[config.mk]
export PLATFORM = sky130hd
export DESIGN_NAME = regscore_top
export DESIGN_NICKNAME = d
export VERILOG_FILES = /design/src/rtl/scb_pkg.sv /design/src/rtl/scb_pend.sv /design/src/rtl/scb_rf.sv /design/src/rtl/scb_hazard.sv /design/src/rtl/regscore_top.sv
export SDC_FILE = /design/constraint.sdc
export NUM_CORES = 2
export LEC_CHECK = 0
export BUFFER_PORTS_ARGS = -buffer_cell sky130_fd_sc_hd__buf_2
export CAP_MARGIN = 20
export CORE_UTILIZATION = 45
export DETAILED_ROUTE_END_ITERATION = 6
export HOLD_SLACK_MARGIN = 0.05
export REMOVE_ABC_BUFFERS = 1
export SETUP_SLACK_MARGIN = 0.1
export SYNTH_ARGS = -nofsm -noshare
export SYNTH_HDL_FRONTEND = slang
export SYNTH_SLANG_ARGS = --single-unit
export TNS_END_PERCENT = 5
[constraint.sdc]
create_clock -name clk -period 2.6 [get_ports clk]
set_input_delay 0 -clock clk [delete_from_list [all_inputs] [get_ports clk]]
set_output_delay 0 -clock clk [all_outputs]
set_load 0.02 [all_outputs]
[src/rtl/scb_pkg.sv]
package scb_pkg;
  typedef enum logic [1:0] {
    SW_NONE = 2'd0,
    SW_RAW  = 2'd1,
    SW_WAW  = 2'd2,
    SW_UNIT = 2'd3
  } stall_code_e;

  // Priority of stall causes: data read hazard, then write order, then unit
  function automatic stall_code_e rank_stall(input logic raw, input logic waw,
                                             input logic unit);
    if (raw)       return SW_RAW;
    else if (waw)  return SW_WAW;
    else if (unit) return SW_UNIT;
    else           return SW_NONE;
  endfunction
endpackage

[src/rtl/scb_pend.sv]
module scb_pend #(
  parameter int NREG = 32,
  parameter int AW   = $clog2(NREG)
) (
  input  logic            clk,
  input  logic            rst_n,
  input  logic            set_en,
  input  logic [AW-1:0]   set_idx,
  input  logic [NREG-1:0] clr_vec,
  output logic [NREG-1:0] pend,
  output logic [NREG-1:0] pend_eff
);
  for (genvar g = 0; g < NREG; g++) begin : g_bit
    if (g == 0) begin : g_zero
      assign pend[g] = 1'b0;
    end else begin : g_live
      logic q;
      always_ff @(posedge clk) begin
        if (!rst_n) q <= 1'b0;
        else        q <= (q & ~clr_vec[g]) | (set_en && (set_idx == AW'(g)));
      end
      assign pend[g] = q;
    end
  end
  assign pend_eff = pend & ~clr_vec;
endmodule

[src/rtl/scb_rf.sv]
module scb_rf #(
  parameter int NREG = 32,
  parameter int DW   = 32,
  parameter int NCMP = 2,
  parameter int AW   = $clog2(NREG)
) (
  input  logic               clk,
  input  logic               rst_n,
  input  logic [NCMP-1:0]    wv,
  input  logic [NCMP*AW-1:0] wa,
  input  logic [NCMP*DW-1:0] wd,
  input  logic [AW-1:0]      ra0,
  input  logic [AW-1:0]      ra1,
  output logic [DW-1:0]      rd0,
  output logic [DW-1:0]      rd1
);
  logic [DW-1:0] mem [NREG];

  always_ff @(posedge clk) begin
    if (!rst_n) begin
      for (int i = 0; i < NREG; i++) mem[i] <= '0;
    end else begin
      for (int p = 0; p < NCMP; p++)
        if (wv[p] && wa[p*AW +: AW] != '0) mem[wa[p*AW +: AW]] <= wd[p*DW +: DW];
    end
  end

  // Read with bypass from this cycle's writes; higher port wins
  function automatic logic [DW-1:0] fetch(input logic [AW-1:0] a,
                                          input logic [DW-1:0] stored,
                                          input logic [NCMP-1:0] v,
                                          input logic [NCMP*AW-1:0] adr,
                                          input logic [NCMP*DW-1:0] dat);
    logic [DW-1:0] r;
    r = stored;
    for (int p = 0; p < NCMP; p++)
      if (v[p] && adr[p*AW +: AW] == a) r = dat[p*DW +: DW];
    if (a == '0) r = '0;
    return r;
  endfunction

  assign rd0 = fetch(ra0, mem[ra0], wv, wa, wd);
  assign rd1 = fetch(ra1, mem[ra1], wv, wa, wd);
endmodule

[src/rtl/scb_hazard.sv]
module scb_hazard
  import scb_pkg::*;
#(
  parameter int NREG = 32,
  parameter int NFU  = 4,
  parameter int AW   = $clog2(NREG),
  parameter int FUW  = (NFU > 1) ? $clog2(NFU) : 1
) (
  input  logic            iss_valid,
  input  logic [AW-1:0]   rd,
  input  logic [AW-1:0]   rs,
  input  logic [AW-1:0]   rt,
  input  logic [FUW-1:0]  fu,
  input  logic [NREG-1:0] pend_eff,
  input  logic [NFU-1:0]  fu_busy,
  output logic            raw_hit,
  output logic            waw_hit,
  output logic            unit_hit,
  output logic            go,
  output stall_code_e     why
);
  logic unit_sel;
  assign unit_sel = (int'(fu) < NFU) ? fu_busy[fu] : 1'b1;

  assign raw_hit  = iss_valid && ((rs != '0 && pend_eff[rs]) ||
                                  (rt != '0 && pend_eff[rt]));
  assign waw_hit  = iss_valid && rd != '0 && pend_eff[rd];
  assign unit_hit = iss_valid && unit_sel;
  assign why      = rank_stall(raw_hit, waw_hit, unit_hit);
  assign go       = iss_valid && (why == SW_NONE);
endmodule

[src/rtl/regscore_top.sv]
module regscore_top
  import scb_pkg::*;
#(
  parameter int NREG = 32,
  parameter int DW   = 32,
  parameter int NFU  = 4,
  parameter int NCMP = 2,
  parameter int AW   = $clog2(NREG),
  parameter int FUW  = (NFU > 1) ? $clog2(NFU) : 1
) (
  input  logic               clk,
  input  logic               rst_n,
  input  logic               iss_valid,
  input  logic [AW-1:0]      iss_rd,
  input  logic [AW-1:0]      iss_rs,
  input  logic [AW-1:0]      iss_rt,
  input  logic [FUW-1:0]     iss_fu,
  input  logic [NFU-1:0]     fu_busy,
  output logic               iss_stall,
  output logic [1:0]         stall_why,
  output logic               disp_valid,
  output logic [FUW-1:0]     disp_fu,
  output logic [AW-1:0]      disp_rd,
  output logic [DW-1:0]      disp_rs_val,
  output logic [DW-1:0]      disp_rt_val,
  input  logic [NCMP-1:0]    cmp_valid,
  input  logic [NCMP*AW-1:0] cmp_rd,
  input  logic [NCMP*DW-1:0] cmp_data,
  output logic [NREG-1:0]    pend_bits
);
  logic [NREG-1:0] clr_vec;
  logic [NREG-1:0] pend_eff;
  logic            raw_hit, waw_hit, unit_hit, go;
  stall_code_e     why;

  always_comb begin
    clr_vec = '0;
    for (int p = 0; p < NCMP; p++)
      if (cmp_valid[p]) clr_vec[cmp_rd[p*AW +: AW]] = 1'b1;
  end

  scb_pend #(.NREG(NREG), .AW(AW)) u_pend (
    .clk(clk), .rst_n(rst_n), .set_en(go), .set_idx(iss_rd),
    .clr_vec(clr_vec), .pend(pend_bits), .pend_eff(pend_eff));

  scb_hazard #(.NREG(NREG), .NFU(NFU), .AW(AW), .FUW(FUW)) u_haz (
    .iss_valid(iss_valid), .rd(iss_rd), .rs(iss_rs), .rt(iss_rt), .fu(iss_fu),
    .pend_eff(pend_eff), .fu_busy(fu_busy), .raw_hit(raw_hit),
    .waw_hit(waw_hit), .unit_hit(unit_hit), .go(go), .why(why));

  scb_rf #(.NREG(NREG), .DW(DW), .NCMP(NCMP), .AW(AW)) u_rf (
    .clk(clk), .rst_n(rst_n), .wv(cmp_valid), .wa(cmp_rd), .wd(cmp_data),
    .ra0(iss_rs), .ra1(iss_rt), .rd0(disp_rs_val), .rd1(disp_rt_val));

  assign iss_stall  = iss_valid && !go;
  assign stall_why  = why;
  assign disp_valid = go;
  assign disp_fu    = iss_fu;
  assign disp_rd    = iss_rd;
endmodule

After elaboration in Yosys (flattened, before gate mapping)
Memories as Yosys holds them, arrays and structs flattened.
Cells that the tools add are included.
{ "op_classes": {"addsub": 0, "n_eq_ne": 35, "magnitude_cmp": 8, "shifts": 0, "n_bitwise": 96, "n_reduce_logical": 59, "n_div": 0, "n_mul": 0, "n_mux": 36} }
{ "op_table": {"columns": ["cell", "n"], "rows": [
  ["$mux 32", 10],
  ["$eq 5x5->1 const B", 16],
  ["$reduce_or 32->1", 2],
  ["$logic_and 1x1->1", 47],
  ["$eq 5x4->1 const B", 8],
  ["$and 32x32->32", 1],
  ["$not 32->32", 1],
  ["$or 32x32->32", 1],
  ["$and 1x1->1", 31],
  ["$not 1->1", 31],
  ["$or 1x1->1", 31],
  ["$lt 5x6->1 const B", 5],
  ["$reduce_bool 5->1", 5],
  ["$eq 5x3->1 const B", 4],
  ["$eq 5x5->1", 4],
  ["$bmux 1 s5", 3],
  ["$mux 1", 15],
  ["$demux 1 s5", 2],
  ["$eq 5x2->1 const B", 2],
  ["$ge 5x1->1 const B", 2],
  ["$logic_not 5->1", 2],
  ["$mux 5", 2],
  ["$mux 2", 3],
  ["$eq 5x1->1 const B", 1],
  ["other kinds (5)", 5]
]} }
{ "word_totals": {"reg_bits": 31, "output_inout_bits": 107, "memories": 1, "mem_bits_rw": 1024, "word_cells": 266, "inputBits": 100, "rom_bits": 0, "latch_bits": 0} }
{ "mem_list": {"columns": ["memory", "depth", "word_bits", "read_ports", "rd_clocked_by_memory_dff", "write_ports", "line", "source"], "rows": [
  ["u_rf.mem", 32, 32, 2, 0, 32, "scb_rf.sv:17", "logic [DW-1:0] mem [NREG];"]
]} }

Longest topological paths before layout
{ "logic_depth": {"ltp_word": 19, "ltp_mapped": 12, "mapped_depth_nobuf": 8} }

Hierarchy
A second synthesis with hierarchy kept.
{ "hier_totals": {"hier_cells": 4432, "hier_area_um2": 62633.8} }
{ "modules_own_cells": {"columns": ["module", "n_inst", "cells_each", "seq_area_each_um2", "area_per_inst_um2"], "rows": [
  ["scb_rf", 1, 4127, 30749.5, 59678.5],
  ["scb_pend", 1, 157, 620.6, 1556.5],
  ["scb_hazard", 1, 82, 0.0, 953.4],
  ["regscore_top", 1, 66, 0.0, 445.4]
]} }

Worst setup path after synthesis
Ideal clock, no wire load.
{ "synth_path": {"path_type": "input-to-reg", "from": "in cmp_rd[6]", "to": "mem u_rf.mem[13][0], enable pin", "setup_ns": 0.395, "arrival_time_ns": 2.482, "stages": 8, "n_path_buf": 4, "required_ns": 2.205, "path_slack_ns": -0.277, "cell_sequence": "buf_2 -> nand2b_1 -> buf_2 -> or2_2 -> clkbuf_1 -> nor3_1 -> clkbuf_1 -> nand3b_1"} }
{ "synth_rtl": {"columns": ["element", "line", "source"], "rows": [
  ["start, declared", "regscore_top.sv:27", "input logic [NCMP*AW-1:0] cmp_rd,"],
  ["end, declared", "scb_rf.sv:17", null]
]} }

==> flow_summary_export.csv <==
group,metric,value,unit
status,outcome,"finished with violations",
status,failed_checks,"setup timing",
clock_tree,cts_inserted_buffers,118,
worst_setup_path,cp.arrival,3.11,ns
sta,tightest_slew,1.04,ns
synthesis,synth_top_area_share,49.0,%
sta,relSlewSlack,30.7,%
worst_setup_path,cp_top_family,"multiplexers",
synthesis,yosys-top-cells-area,"edfxtp_1 49%, mux4_2 16%, a22o_1 14%",
power_and_ir_drop,ir_drop,0.000535,V
sta,finalClockSkew,0.0257,ns
worst_setup_path,crit_chain,"mux4_2 > mux4_2 > mux2i_4 > a211oi_2 > a21oi_1 > buf_4 > nor2_4 > buf_6",
worst_setup_path,r2r_slack,0.17,ns
power_and_ir_drop,p_seq_share,44.3,%
place,routabilityCongestion,0.956,
synthesis,ys.flop_type,"edfxtp_1",
layout,nets,5016,
synthesis,ys_seq_elements,1055,
floorplan,rows,136,
sta,clock.fmax,321,MHz
synthesis,netlist_instances,4619,
layout,final_area,76100,um^2
worst_setup_path,end_kind,"primary output",
power_and_ir_drop,powerDensity,598,nW/um^2
global_routing,grt_pass1_vias,50000,
drt,wl,283,mm
global_routing,grt_first_pass_wirelength,385,mm
global_routing,track_usage,39.2,%
clock_tree,root_buffer,"clkbuf_16",
worst_hold_path,holdCritPathClass,"in2reg",
synthesis,ys_async_sr_fraction,0,%
place,place_area,69800,um^2
worst_hold_path,hold_end,"u_pend.g_bit[3].g_live.q",
drt,vias,51800,
worst_setup_path,cp_num_buf_inv,2,
layout,syn2layout_area_growth,21.1,%
drt,via_per_inst,7.52,
place,io_buffers,205,
worst_setup_path,critical_path_depth,8,
worst_setup_path,worstSetupPathType,"reg2out",
place,place_hpwl,176,mm
layout,mostFrequentLayoutCell,"edfxtp_1",
sta,holdWs,0.0821,ns
power_and_ir_drop,swShare,28.2,%
clock_tree,clock_latency,0.78,ns
layout,final_util,55.1,%
layout,finalNonFillerCells,6887,
floorplan,die_area,141000,um^2
sta,hold_viol,0,
synthesis,netlist_area,62800,um^2
power_and_ir_drop,pwr-share-clk,37.8,%
clock_tree,cts_tree,"yes",
worst_setup_path,crit_fanout,2,
synthesis,yosysTopAreaCell,"edfxtp_1",
floorplan,coreArea,138000,um^2
global_routing,grt-ovfl-total,0,
synthesis,synth_edf_count,1024,
clock_tree,clk_pin_slew,0.06,ns
layout,final_cell_mix,"1,024 x edfxtp_1, 992 x a22o_1, 469 x buf_4",
clock_tree,cts_sinks,1055,
sta,maxSlewViolCount,0,
power_and_ir_drop,p_switching,12.8,mW
worst_hold_path,min_path_cells,4,
floorplan,num_io_pins,207,
worst_setup_path,critPathMostFrequentCell,"mux4_2",
synthesis,ys_types,64,
synthesis,syn_area_per_cell,13.6,um^2
drt,ant_nets,0,
sta,finalSetupViolCount,65,
flow_run,max_cap_viol_count,0,
power_and_ir_drop,p_int,32.7,mW
synthesis,ys_seq_area_share,49.9,%
layout,drive_above_1_share,34.5,%
worst_setup_path,startpoint_type,"flop",
sta,finalCriticalPeriod,3.11,ns
drt,remaining_drc_errors,0,
floorplan,start_util,45.5,%
power_and_ir_drop,leakagePower,26.8,nW
sta,grt_setup_unrepaired,"yes",
worst_hold_path,hp-start,"iss_rd[1]",
drt,drt-pass1-iter-count,6,
clock_tree,clock_path_buffers,3,
worst_setup_path,max_stage_delay,0.57,ns
global_routing,grt_max_degree,54,
place,dp.cells,6535,
synthesis,yosysWarningCount,0,
global_routing,antenna_found_initial,3,
worst_setup_path,r2r_start,"u_pend.g_bit[9].g_live.q",
worst_setup_path,worst_r2r_path_depth,12,
drt,drt_iter0_drc,7914,
floorplan,chipWidth,376,um
worst_setup_path,cp.required,2.60,ns
worst_setup_path,rr_endpoint,"u_pend.g_bit[30].g_live.q",
worst_setup_path,crit_path_top_delay_cell,"mux4_2",
clock_tree,h-tree-depth,3,
sta,timing.final.ws_setup,-0.511,ns
drt,wl_per_cell,41.0,um
sta,fin_crit_sh,120,%
power_and_ir_drop,p_comb_share,17.9,%
floorplan,die_y,376,um
worst min-delay path, stage by stage:
cell	delay [ns]
buf_2	0.10
buf_4	0.20
nand3_1	0.39
o31ai_1	0.12
power groups by stage:
stage	sequential [mW]	combinational [mW]	clock (mW)
6_report	20.2	8.15	17.2
4_1_cts	20.1	7.71	17.2
3_3_place_gp	20.4	7.32	0
2_1_floorplan	20.3	3.29	0
3_5_place_dp	20.5	7.36	0
5_1_grt	20.2	8.32	17.8
area by class of cell:
cell class              count  area (um^2)
inverters                  18         71.3
well taps                1863         2330
flip-flops and latches   1055        31400
repair buffers            902         8580
multi-input cells        2821        29900
clock buffers             145         3120
clock inverters            80          744
diodes                      3         7.51
fillers                 11200        61900
logic make-up after synthesis:
family / after synthesis / synth area share [%]
and+or+nand+nor: 501 / 3.83
AOI/OAI and AO/OA: 1519 / 19.8
other: 1 / 0.00597
muxes: 748 / 21.0
xor gates and xnor gates: 20 / 0.279
buffers and inverters: 775 / 5.19
DFF: 1055 / 49.9
Yosys cell counts (3+ instances only):
master and n:
edfxtp_1 1024, a22o_1 992, clkbuf_1 554, mux4_2 454
mux2i_1 293, nor2_1 238, a21oi_1 168, o221ai_1 156
buf_1 90, buf_4 70, o22ai_1 68, a211oi_1 67
nand2_1 67, nor3_1 50, buf_2 38, nand3b_1 32
dfxtp_1 31, o32ai_1 21, nand3_1 19, inv_1 17
nor4_1 17, xor2_1 16, o31ai_1 11, nand2b_1 10
nor2b_1 9, or2_2 9, or3_1 8, nand4_1 7
nand4b_1 7, nand4bb_1 6, nor3b_1 6, o221a_2 6
and3_1 5, buf_6 5, o2111ai_1 4, o21ai_0 4
xnor2_1 4, or2_1 3
worst max path at each step:
stage                           startpoint                       end  slack (ns)
final                      u_rf.mem[7][30]           disp_rs_val[30]       -0.51
after global routing       u_rf.mem[7][30]           disp_rs_val[30]       -0.51
after CTS                 u_rf.mem[11][30]           disp_rs_val[30]       -0.49
after detailed placement         cmp_rd[1]  u_pend.g_bit[1].g_live.q       -0.25
after global placement           cmp_rd[1]  u_pend.g_bit[9].g_live.q       -0.23
after floorplan                  iss_rt[1]              stall_why[1]       -2.73
routing by layer:
| layer | GRT usage [%] | part of all wire, % | wire length [um] | up-vias |
|---|---|---|---|---|
| met5 | 0 | 0 | 0 | - |
| met4 | 24.8 | 7.1 | 20100 | 0 |
| met3 | 12.9 | 15 | 41500 | 1069 |
| met2 | 57.9 | 44 | 123000 | 4668 |
| met1 | 49.8 | 35 | 97900 | 26200 |
| li1 | - | - | - | 19900 |
state kept, by name (all words and copies together), names as in the netlist:
signal and count:
u_rf.mem 1024, u_pend.g_bit.g_live.q 31
stage by stage:
step / TNS (ns) / total power [mW] / setup slack, ns
CTS: -17.96 / 45.0 / -0.491
detailed placement: -9.56 / 27.8 / -0.250
global placement: -7.44 / 27.7 / -0.225
finish: -17.90 / 45.5 / -0.511
floorplan: -1347.02 / 23.6 / -2.73
global route: -21.76 / 46.3 / -0.510
what timing repair did:
item                                    CTS  global route
endpoints found under the hold margin   959             0
gates resized for setup                 150           130
cloned                                    0             0
hold buffers                            110             0
setup buffers                            12             3
pin swaps                                31            25
endpoints found under the setup margin   98            95
No activity file was read; power rests on OpenSTA's default activity.
